[src/rtl/nnc_pkg.sv]
package nnc_pkg;
    localparam int unsigned NNC_ENTRIES = 16;
    localparam int unsigned NNC_KEY_W   = 8;
    localparam int unsigned NNC_ADDR_W  = 32;

    typedef enum logic [1:0] {
        OUTC_NONE,
        OUTC_HIT,
        OUTC_MISS_OKAY,
        OUTC_MISS_FAIL
    } outcome_e;
endpackage

[src/rtl/nnc_table.sv]
module nnc_table #(
    parameter int unsigned ENTRIES = nnc_pkg::NNC_ENTRIES,
    parameter int unsigned KEY_W   = nnc_pkg::NNC_KEY_W,
    parameter int unsigned ADDR_W  = nnc_pkg::NNC_ADDR_W,
    localparam int unsigned IDX_W  = $clog2(ENTRIES)
) (
    input  logic                             clk_i,
    input  logic                             rst_ni,
    input  logic                             we_i,
    input  logic [IDX_W-1:0]                 idx_i,
    input  logic                             valid_i,
    input  logic [KEY_W-1:0]                 key_i,
    input  logic [ADDR_W-1:0]                target_i,
    output logic [ENTRIES-1:0]               valid_o,
    output logic [ENTRIES-1:0][KEY_W-1:0]    key_o,
    output logic [ENTRIES-1:0][ADDR_W-1:0]   target_o
);
    typedef struct packed {
        logic [ENTRIES-1:0]             valid;
        logic [ENTRIES-1:0][KEY_W-1:0]  key;
        logic [ENTRIES-1:0][ADDR_W-1:0] target;
    } tbl_t;

    tbl_t tbl_d, tbl_q;

    always_comb begin
        tbl_d = tbl_q;
        if (we_i) begin
            tbl_d.valid[idx_i]  = valid_i;
            tbl_d.key[idx_i]    = key_i;
            tbl_d.target[idx_i] = target_i;
        end
    end

    always_ff @(posedge clk_i or negedge rst_ni) begin
        if (!rst_ni) begin
            tbl_q <= '0;
        end else begin
            tbl_q <= tbl_d;
        end
    end

    assign valid_o  = tbl_q.valid;
    assign key_o    = tbl_q.key;
    assign target_o = tbl_q.target;
endmodule

[src/rtl/nnc_match.sv]
module nnc_match #(
    parameter int unsigned ENTRIES = nnc_pkg::NNC_ENTRIES,
    parameter int unsigned KEY_W   = nnc_pkg::NNC_KEY_W
) (
    input  logic [ENTRIES-1:0]            valid_i,
    input  logic [ENTRIES-1:0][KEY_W-1:0] key_i,
    input  logic [KEY_W-1:0]              probe_i,
    output logic [ENTRIES-1:0]            match_o
);
    for (genvar g = 0; g < ENTRIES; g++) begin : g_cmp
        assign match_o[g] = valid_i[g] && (key_i[g] == probe_i);
    end
endmodule

[src/rtl/nnc_prio.sv]
module nnc_prio #(
    parameter int unsigned ENTRIES = nnc_pkg::NNC_ENTRIES,
    localparam int unsigned IDX_W  = $clog2(ENTRIES)
) (
    input  logic [ENTRIES-1:0] req_i,
    output logic               any_o,
    output logic [IDX_W-1:0]   idx_o
);
    always_comb begin
        any_o = 1'b0;
        idx_o = '0;
        for (int i = ENTRIES - 1; i >= 0; i--) begin
            if (req_i[i]) begin
                any_o = 1'b1;
                idx_o = IDX_W'(i);
            end
        end
    end
endmodule

[src/rtl/nxt_node_cam.sv]
module nxt_node_cam #(
    parameter int unsigned ENTRIES = nnc_pkg::NNC_ENTRIES,
    parameter int unsigned KEY_W   = nnc_pkg::NNC_KEY_W,
    parameter int unsigned ADDR_W  = nnc_pkg::NNC_ADDR_W,
    localparam int unsigned IDX_W  = $clog2(ENTRIES)
) (
    input  logic              clk_i,
    input  logic              rst_ni,
    input  logic              cfg_we_i,
    input  logic [IDX_W-1:0]  cfg_idx_i,
    input  logic              cfg_valid_i,
    input  logic [KEY_W-1:0]  cfg_key_i,
    input  logic [ADDR_W-1:0] cfg_target_i,
    input  logic [ADDR_W-1:0] okay_addr_i,
    input  logic [ADDR_W-1:0] fail_addr_i,
    input  logic              lk_req_i,
    input  logic [KEY_W-1:0]  lk_key_i,
    input  logic              lk_need_next_i,
    input  logic              lk_stop_i,
    output logic [ADDR_W-1:0] nxt_o,
    output logic              done_o,
    output logic              hit_o,
    output logic [IDX_W-1:0]  hit_idx_o,
    output logic              jump_o
);
    import nnc_pkg::*;

    typedef struct packed {
        logic              done;
        logic              jump;
        logic              hit;
        logic [IDX_W-1:0]  idx;
        logic [ADDR_W-1:0] nxt;
    } res_t;

    logic [ENTRIES-1:0]             ent_valid;
    logic [ENTRIES-1:0][KEY_W-1:0]  ent_key;
    logic [ENTRIES-1:0][ADDR_W-1:0] ent_target;
    logic [ENTRIES-1:0]             match_vec;
    logic                           any_hit;
    logic [IDX_W-1:0]               win_idx;
    outcome_e                       outc;
    res_t                           res_d, res_q;

    nnc_table #(.ENTRIES(ENTRIES), .KEY_W(KEY_W), .ADDR_W(ADDR_W)) u_table (
        .clk_i    (clk_i),
        .rst_ni   (rst_ni),
        .we_i     (cfg_we_i),
        .idx_i    (cfg_idx_i),
        .valid_i  (cfg_valid_i),
        .key_i    (cfg_key_i),
        .target_i (cfg_target_i),
        .valid_o  (ent_valid),
        .key_o    (ent_key),
        .target_o (ent_target)
    );

    nnc_match #(.ENTRIES(ENTRIES), .KEY_W(KEY_W)) u_match (
        .valid_i (ent_valid),
        .key_i   (ent_key),
        .probe_i (lk_key_i),
        .match_o (match_vec)
    );

    nnc_prio #(.ENTRIES(ENTRIES)) u_prio (
        .req_i (match_vec),
        .any_o (any_hit),
        .idx_o (win_idx)
    );

    always_comb begin
        if (!lk_req_i)           outc = OUTC_NONE;
        else if (any_hit)        outc = OUTC_HIT;
        else if (lk_need_next_i) outc = OUTC_MISS_FAIL;
        else                     outc = OUTC_MISS_OKAY;
    end

    always_comb begin
        res_d      = res_q;
        res_d.done = 1'b0;
        res_d.jump = 1'b0;
        unique case (outc)
            OUTC_HIT: begin
                res_d.hit = 1'b1;
                res_d.idx = win_idx;
                res_d.nxt = ent_target[win_idx];
            end
            OUTC_MISS_FAIL: begin
                res_d.hit = 1'b0;
                res_d.idx = '0;
                res_d.nxt = fail_addr_i;
            end
            OUTC_MISS_OKAY: begin
                res_d.hit = 1'b0;
                res_d.idx = '0;
                res_d.nxt = okay_addr_i;
            end
            default: ;
        endcase
        if (outc != OUTC_NONE) begin
            res_d.done = 1'b1;
            res_d.jump = lk_stop_i;
        end
    end

    always_ff @(posedge clk_i or negedge rst_ni) begin
        if (!rst_ni) begin
            res_q <= '0;
        end else begin
            res_q <= res_d;
        end
    end

    assign nxt_o     = res_q.nxt;
    assign done_o    = res_q.done;
    assign hit_o     = res_q.hit;
    assign hit_idx_o = res_q.idx;
    assign jump_o    = res_q.jump;
endmodule

[config.mk]
export PLATFORM = sky130hd
export DESIGN_NAME = nxt_node_cam
export DESIGN_NICKNAME = d
export VERILOG_FILES = /design/src/rtl/nnc_pkg.sv /design/src/rtl/nnc_table.sv /design/src/rtl/nnc_match.sv /design/src/rtl/nnc_prio.sv /design/src/rtl/nxt_node_cam.sv
export SDC_FILE = /design/constraint.sdc
export NUM_CORES = 1
export LEC_CHECK = 0
export ABC_AREA = 1
export BUFFER_PORTS_ARGS = -buffer_cell sky130_fd_sc_hd__buf_2
export CAP_MARGIN = 20
export CORE_UTILIZATION = 50
export CTS_BUF_LIST = sky130_fd_sc_hd__clkbuf_4 sky130_fd_sc_hd__clkbuf_8
export CTS_CLUSTER_DIAMETER = 40
export DETAILED_ROUTE_END_ITERATION = 6
export GPL_ROUTABILITY_DRIVEN = 0
export PLACE_DENSITY = 0.64
export SETUP_SLACK_MARGIN = 0.2
export SLEW_MARGIN = 20
export SYNTH_ARGS = -nofsm -noshare
export SYNTH_HDL_FRONTEND = slang
export SYNTH_SLANG_ARGS = --single-unit
[constraint.sdc]
create_clock -name clk_i -period 3.2 [get_ports clk_i]
set_input_delay 0.64 -clock clk_i [delete_from_list [all_inputs] [get_ports clk_i]]
set_output_delay 0.64 -clock clk_i [all_outputs]
set_load 0.02 [all_outputs]
==> impl_metrics.toml, run 1 <==
[status]
status = "finished clean"

[synthesis]
ys_top_cells_by_count = "1152 x nand2_1, 723 x nand3_1, 695 x dfrtp_1"
synthDistinctLibCells = 46
synthTopCellsByArea = "dfrtp_1 51%, nand2_1 13%, nand3_1 11%"
synth.most_common_cell = "nand2_1"
async_flop_share = 1.00
netlist_area_um2 = 34400
synth.net_count = 4550
ys_warn_count = 0
seq_area_frac_synth = 0.506
synth_edf_count = 0
syn_avg_cell_area_um2 = 7.76
synth_top_cell_by_area = "dfrtp_1"
yosys.area.top_type_share = 0.506
ys_ff_latch = 695
synthFlopType = "dfrtp_1"
synthCells = 4427

[critical_path]
required_ps = 3800
ff2ff_path_depth = 20
setup.worst_path.class = "in2reg"
crit_arrival_ps = 3640
rrSetupSlack_ps = 190
end_kind = "flip-flop"
cp_max_fo = 27
setup.worst_path.start_class = "input pin"

[clock_tree]
cts_buffer_depth = 3
path_clk_slew_ps = 60
clk-insertion-delay-late_ps = 740
ctsRootBufferMaster = "clkbuf_8"
tritoncts.num_buffers = 121
cts_tree = "built"
htreeDepth = 3
cts.sinks = 695

[timing]
final_max_slew_viol_count = 0
hold_viol_final = 0
worst_pin_slew_ps = 1120
period_share = 0.950
fin_ws_ps = 159
tns_ps = 0
fmax_mhz = 329
setup_viol = 0
maxSlewHeadroom = 0.256
clock_skew_ps = 40.9
finalCriticalPeriod_ps = 3040
rsz0062_at_grt = "yes"

[power]
power_uw = 26300
power_density_nw_per_um2 = 633
ir_drop_v = 0.000386
leakage_uw = 0.0208

[final_layout]
drive_gt1_frac = 0.174
multi_input_area_um2 = 14100
seq_area_um2 = 17400
fill_cells = 6026
fin_nets = 4770
final_area_um2 = 41500
syn_to_final_growth_pct = 20.7

[detailed_routing]
wire_per_inst_um = 19.8
antenna_left = 0
first_pass_iters = 6
routed_wirelength_um = 111000
viasPerCell = 5.54
drtIter0Drc = 3200
vias = 31200
drc = 0

[grt]
grt_max_degree = 86
grt_pass1_wl_um = 169000
track_usage = 0.313
overflow = 0
antenna_found_initial = 9
first_global_vias = 28900

[die]
core_area_um2 = 67600
chipWidth_um = 264
die_area_um2 = 69800
ioPinCount = 162
start_util = 0.508
fp-row-count = 95
die_y_um = 264

[placed_design]
dp_hpwl_um = 67200
dp_slack_ps = -638
portBuffers = 161
placed_area_um2 = 37500

[min_path]
hp-class = "in2reg"
min_path_cells = 1

[run]
drv_cap = 0
path summary, 6_finish.rpt:
path,from,end
max in group asynchronous,rst_ni,u_table.target_o[273]$_DFFE_PN0P_
max,lk_key_i[3],nxt_o[4]$_DFFE_PN0P_
max reg2reg,u_table.key_o[99]$_DFFE_PN0P_,nxt_o[14]$_DFFE_PN0P_
min,lk_req_i,done_o$_DFF_PN0_
min in group asynchronous,rst_ni,u_table.target_o[316]$_DFFE_PN0P_
min reg2reg,u_table.target_o[54]$_DFFE_PN0P_,u_table.target_o[54]$_DFFE_PN0P_
cell families (layout without fill, tap and decap cells):
group	after synthesis	after routing	share of synthesized area
AO/OA/AOI/OAI	762	762	0.114
XOR/XNOR	46	46	0.0117
buffers and inverters	879	1197	0.108
flip-flops	695	695	0.506
other	0	4	0
AND/OR/NAND/NOR	2045	2047	0.260
routing by layer:
layer	vias up	routed length (um)	track usage	part of all wire
met1	15000	48800	0.447	0.44
li1	14700	-	-	-
met4	6	3510	0.125	0.032
met5	-	30	0	0.00027
met2	1253	50100	0.474	0.45
met3	206	8710	0.0533	0.078
worst max-delay path, cell delays in order:
cell and delay, ps:
buf_2 110, inv_2 190, buf_12 150, buf_4 120
nor2_1 40, a211o_1 260, a211oi_1 210, nand4_1 240
and2_1 230, and3_1 180, and2_1 150, inv_2 100
nor4_4 50, buf_12 180, buf_4 160, nand3_1 60
nand2_1 200, a21oi_1 250, nand2_1 90
report_power, final:
part           total, uW  internal (uW)  switching [uW]
registers          11600          10600             975
clock network       9040           5260            3780
logic               5620           2250            3370
timing repair:
| action | CTS | global route |
|---|---|---|
| setup buffers | 1 | 16 |
| hold buffers | 1 | 0 |
| endpoints found under the setup margin | 30 | 32 |
| pin swaps | 0 | 50 |
| hold endpoints to repair | 42 | 0 |
| gates resized for setup | 6 | 156 |
| cloned | 1 | 19 |
final cells by class:
type / count / share of cell area
sequential: 695 / 0.419
multi-input combinational: 2855 / 0.339
timing repair buffer: 438 / 0.100
clock buffer: 194 / 0.0594
inverter: 536 / 0.0486
tap: 873 / 0.0263
clock inverter: 29 / 0.00700
antenna: 4 / 0.000241
through the flow:
| stage | utilization | hold slack, ps | instances |
|---|---|---|---|
| finish | 0.613 | 86.9 | 5624 |
| global route | 0.613 | 97.0 | 5623 |
| CTS | 0.596 | 47.2 | 5585 |
| detailed placement | 0.554 | 464 | 5359 |
| global placement | 0.554 | 457 | 5359 |
| floorplan | - | 344 | 4427 |
cells in the final DEF, fill, tap and decap left out, types with 8 or more instances in the layout:
| cell | netlist | routed |
|---|---|---|
| buf_12 | 1 | 68 |
| o21ai_0 | 658 | 658 |
| nand2_2 | 2 | 34 |
| clkbuf_8 | 0 | 161 |
| nor2_1 | 63 | 60 |
| nand2_1 | 1152 | 1103 |
| buf_4 | 16 | 175 |
| buf_2 | 70 | 160 |
| clkinv_2 | 0 | 16 |
| xnor2_1 | 22 | 22 |
| clkbuf_16 | 0 | 13 |
| xor2_1 | 24 | 24 |
| a21oi_1 | 56 | 56 |
| nand2_4 | 1 | 17 |
| nand3b_1 | 60 | 60 |
| buf_6 | 32 | 11 |
| o22ai_1 | 15 | 15 |
| clkinvlp_4 | 0 | 8 |
| nand4_1 | 10 | 10 |
| dfrtp_1 | 695 | 695 |
| clkbuf_4 | 0 | 33 |
| nand3_2 | 0 | 80 |
| inv_1 | 526 | 526 |
| nand3_1 | 723 | 636 |
sequential cells by signal, summed over array words and instances (netlist names):
register,count
nxt_o,32
u_table.valid_o,16
done_o,1
jump_o,1
hit_o,1
u_table.key_o,128
u_table.target_o,512
hit_idx_o,4
Note: power is estimated with default switching activity, not from simulation.
==> run 2, diff against run 1 <==
--- a/config.mk
+++ b/config.mk
@@ -13,9 +13,10 @@
 export CTS_CLUSTER_DIAMETER = 40
 export DETAILED_ROUTE_END_ITERATION = 6
 export GPL_ROUTABILITY_DRIVEN = 0
-export PLACE_DENSITY = 0.64
+export PLACE_DENSITY = 0.67
 export SETUP_SLACK_MARGIN = 0.2
 export SLEW_MARGIN = 20
 export SYNTH_ARGS = -nofsm -noshare
 export SYNTH_HDL_FRONTEND = slang
+export SYNTH_HIERARCHICAL = 1
 export SYNTH_SLANG_ARGS = --single-unit
==> impl_metrics.toml, run 2 <==
[status]
status = "complete, but fails checks"
violations = "design-rule violations, negative setup slack"

[grt]
first_global_vias = 33500
overflow = 0
track_usage = 0.370
grt_pass1_wl_um = 207000
antenna_found_initial = 13
grt_max_degree = 113

[run]
drv_cap = 0

[synthesis]
ys_ff_latch = 695
ys_top_cells_by_count = "2368 x nand2_1, 695 x dfrtp_1, 354 x nor2_1"
netlist_area_um2 = 36000
synth_compound_area_frac = 0.0666
synth_top_family_by_area = "simple AND/OR/NAND/NOR gates"
synthFlopType = "dfrtp_1"
synth_edf_count = 0
synth.net_count = 5182
synth.most_common_cell = "nand2_1"
ys_warn_count = 6
synthDistinctLibCells = 30
synthTopCellsByArea = "dfrtp_1 48%, nand2_1 25%, nand3_1 3.9%"
synth-simple-area-share = 0.354
seq_area_frac_synth = 0.483
synth_fa_ha_area_frac = 0
async_flop_share = 1.00
synth_xor_area_frac = 0.00657
synthCells = 5059
syn_avg_cell_area_um2 = 7.11
yosys.area.top_type_share = 0.483
synth.area.mux_share = 0
synth_top_cell_by_area = "dfrtp_1"

[power]
ir_drop_v = 0.000436
power_density_nw_per_um2 = 613
leakage_uw = 0.0232

[final_layout]
final_area_um2 = 43700
most-common-layout-cells = "2317 x nand2_1, 695 x dfrtp_1, 331 x inv_1, 299 x nor2_1, 234 x nand3_1"
fin_nets = 5361
largest_reg_flops = 512
utilization = 0.612
drive_gt1_frac = 0.169
layout_commonest_cell = "nand2_1"
syn_to_final_growth_pct = 21.4
fill_cells = 6400
seq_area_um2 = 17400
multi_input_area_um2 = 16300

[critical_path]
setup.worst_path.class = "reg2reg"
setup.worst_path.start_class = "flip-flop"
r2r-start = "u_table/key_o[119]$_DFFE_PN0P_"
crit_arrival_ps = 3940
cp-startpoint = "u_table/key_o[119]$_DFFE_PN0P_"
end_kind = "flip-flop"
required_ps = 3890
cp_max_fo = 36

[timing]
fin_ws_ps = -43.9
maxSlewHeadroom = 0.356
whs_ps = 80.8
final_max_slew_viol_count = 0
finalCriticalPeriod_ps = 3240
worst_pin_slew_ps = 966
fmax_mhz = 308
rsz0062_at_grt = "yes"
hold_viol_final = 0
period_share = 1.01
setup_viol = 1
clock_skew_ps = 63.5

[clock_tree]
path_clk_slew_ps = 60
tritoncts.num_buffers = 121
htreeDepth = 3
cts_tree = "built"
clk-insertion-delay-late_ps = 780
cts.sinks = 695
ctsRootBufferMaster = "clkbuf_8"
cts_buffer_depth = 3

[detailed_routing]
drtIter0Drc = 3957
first_pass_iters = 7
vias = 35500
antenna_left = 0
viasPerCell = 5.63
drc = 1
routed_wirelength_um = 137000
wire_per_inst_um = 21.8

[placed_design]
portBuffers = 161
placed_area_um2 = 39100
dp_hpwl_um = 80000

[min_path]
hp-class = "in2reg"
hold_start = "lk_stop_i"

[die]
core_area_um2 = 71400
ioPinCount = 162
fp-row-count = 98
chipWidth_um = 270
start_util = 0.504
die_y_um = 270
die_area_um2 = 73100
[run 2: cell types whose count changed after synthesis, sizes merged, moves of 68 or more]
cell	before	now
o21ai	663	174
o211ai	2	70
nand2	1155	2373
nand3	723	281
inv	534	350
nand4	10	165
nor2	65	361
o21bai	0	82
[run 2: worst paths after layout]
path / to / slack [ps] / cells past startpoint
min in group asynchronous: u_table/target_o[177]$_DFFE_PN0P_ / 360 / 2
hold / removal: jump_o$_DFF_PN0_ / 80 / 3
setup / recovery: nxt_o[27]$_DFFE_PN0P_ / -40 / 22
hold reg to reg: u_table/target_o[413]$_DFFE_PN0P_ / 470 / 2
max in group asynchronous: u_table/target_o[409]$_DFFE_PN0P_ / 1640 / 4
setup reg to reg: nxt_o[27]$_DFFE_PN0P_ / -40 / 22
[run 2: final cells by class]
class                   count  share of cell area
diodes                      9            0.000516
clock buffers             185              0.0540
repair buffers            461               0.108
well taps                 950              0.0272
repair inverters            2            0.000716
multi-input cells        3606               0.372
clock inverters            35             0.00865
inverters                 351              0.0308
flip-flops and latches    695               0.398
[run 2: logic make-up after synthesis]
| kind of cell | after synthesis |
|---|---|
| flip-flops | 695 |
| AND/OR/NAND/NOR | 3185 |
| AO/OA/AOI/OAI | 394 |
| buffers and inverters | 758 |
| XOR/XNOR | 27 |
[run 2: timing repair]
item / CTS / global route
hold buffers: 1 / 0
gates resized for setup: 127 / 159
endpoints found under the setup margin: 32 / 33
gates cloned: 15 / 11
hold endpoints to repair: 26 / 0
pin swaps: 69 / 111
buffers inserted: 15 / 10
[run 2: routing by layer]
layer / vias up / global-route usage / wire length [um] / part of all wire
li1: 16100 / - / - / -
met5: - / 0 / 34 / 0.00025
met3: 487 / 0.0810 / 15200 / 0.11
met2: 2065 / 0.561 / 59800 / 0.44
met4: 6 / 0.178 / 7460 / 0.055
met1: 16800 / 0.504 / 54300 / 0.40
[run 2: worst max-delay path, cell delays in order (launching register included)]
cell and delay (ps):
dfrtp_1 410, nand2_1 80, nand2_1 50, nor2_1 110, nand3_1 100, nor2_2 110, buf_4 110, or2_1 160
nand3_1 100, nand3_1 80, nand3_1 110, nand3_1 100, a21oi_1 80, nor3_2 120, buf_4 210, buf_16 240
buf_12 190, o21ai_0 90, o211ai_1 210, nand3_1 120, nand2_2 150, nand2_4 110, nand2_2 70
[run 2: metrics by stage]
step / worst slack, ps / setup TNS [ps] / total power [uW] / instances
4_1_cts: 59.2 / 0 / 26400 / 6264
6_report: -43.9 / -43.9 / 26800 / 6294
5_1_grt: -275 / -7040 / 28100 / 6291
2_1_floorplan: 111 / 0 / 15100 / 5059
3_3_place_gp: -723 / -16950 / 16900 / 6013
3_5_place_dp: -840 / -20550 / 17100 / 6013
[run 2: power breakdown]
part           leakage [uW]  switching [uW]  internal [uW]  total (uW)
Clock               0.00144            3950           5200        9140
Combinational        0.0130            3540           2310        5850
Sequential          0.00875            1180          10600       11800
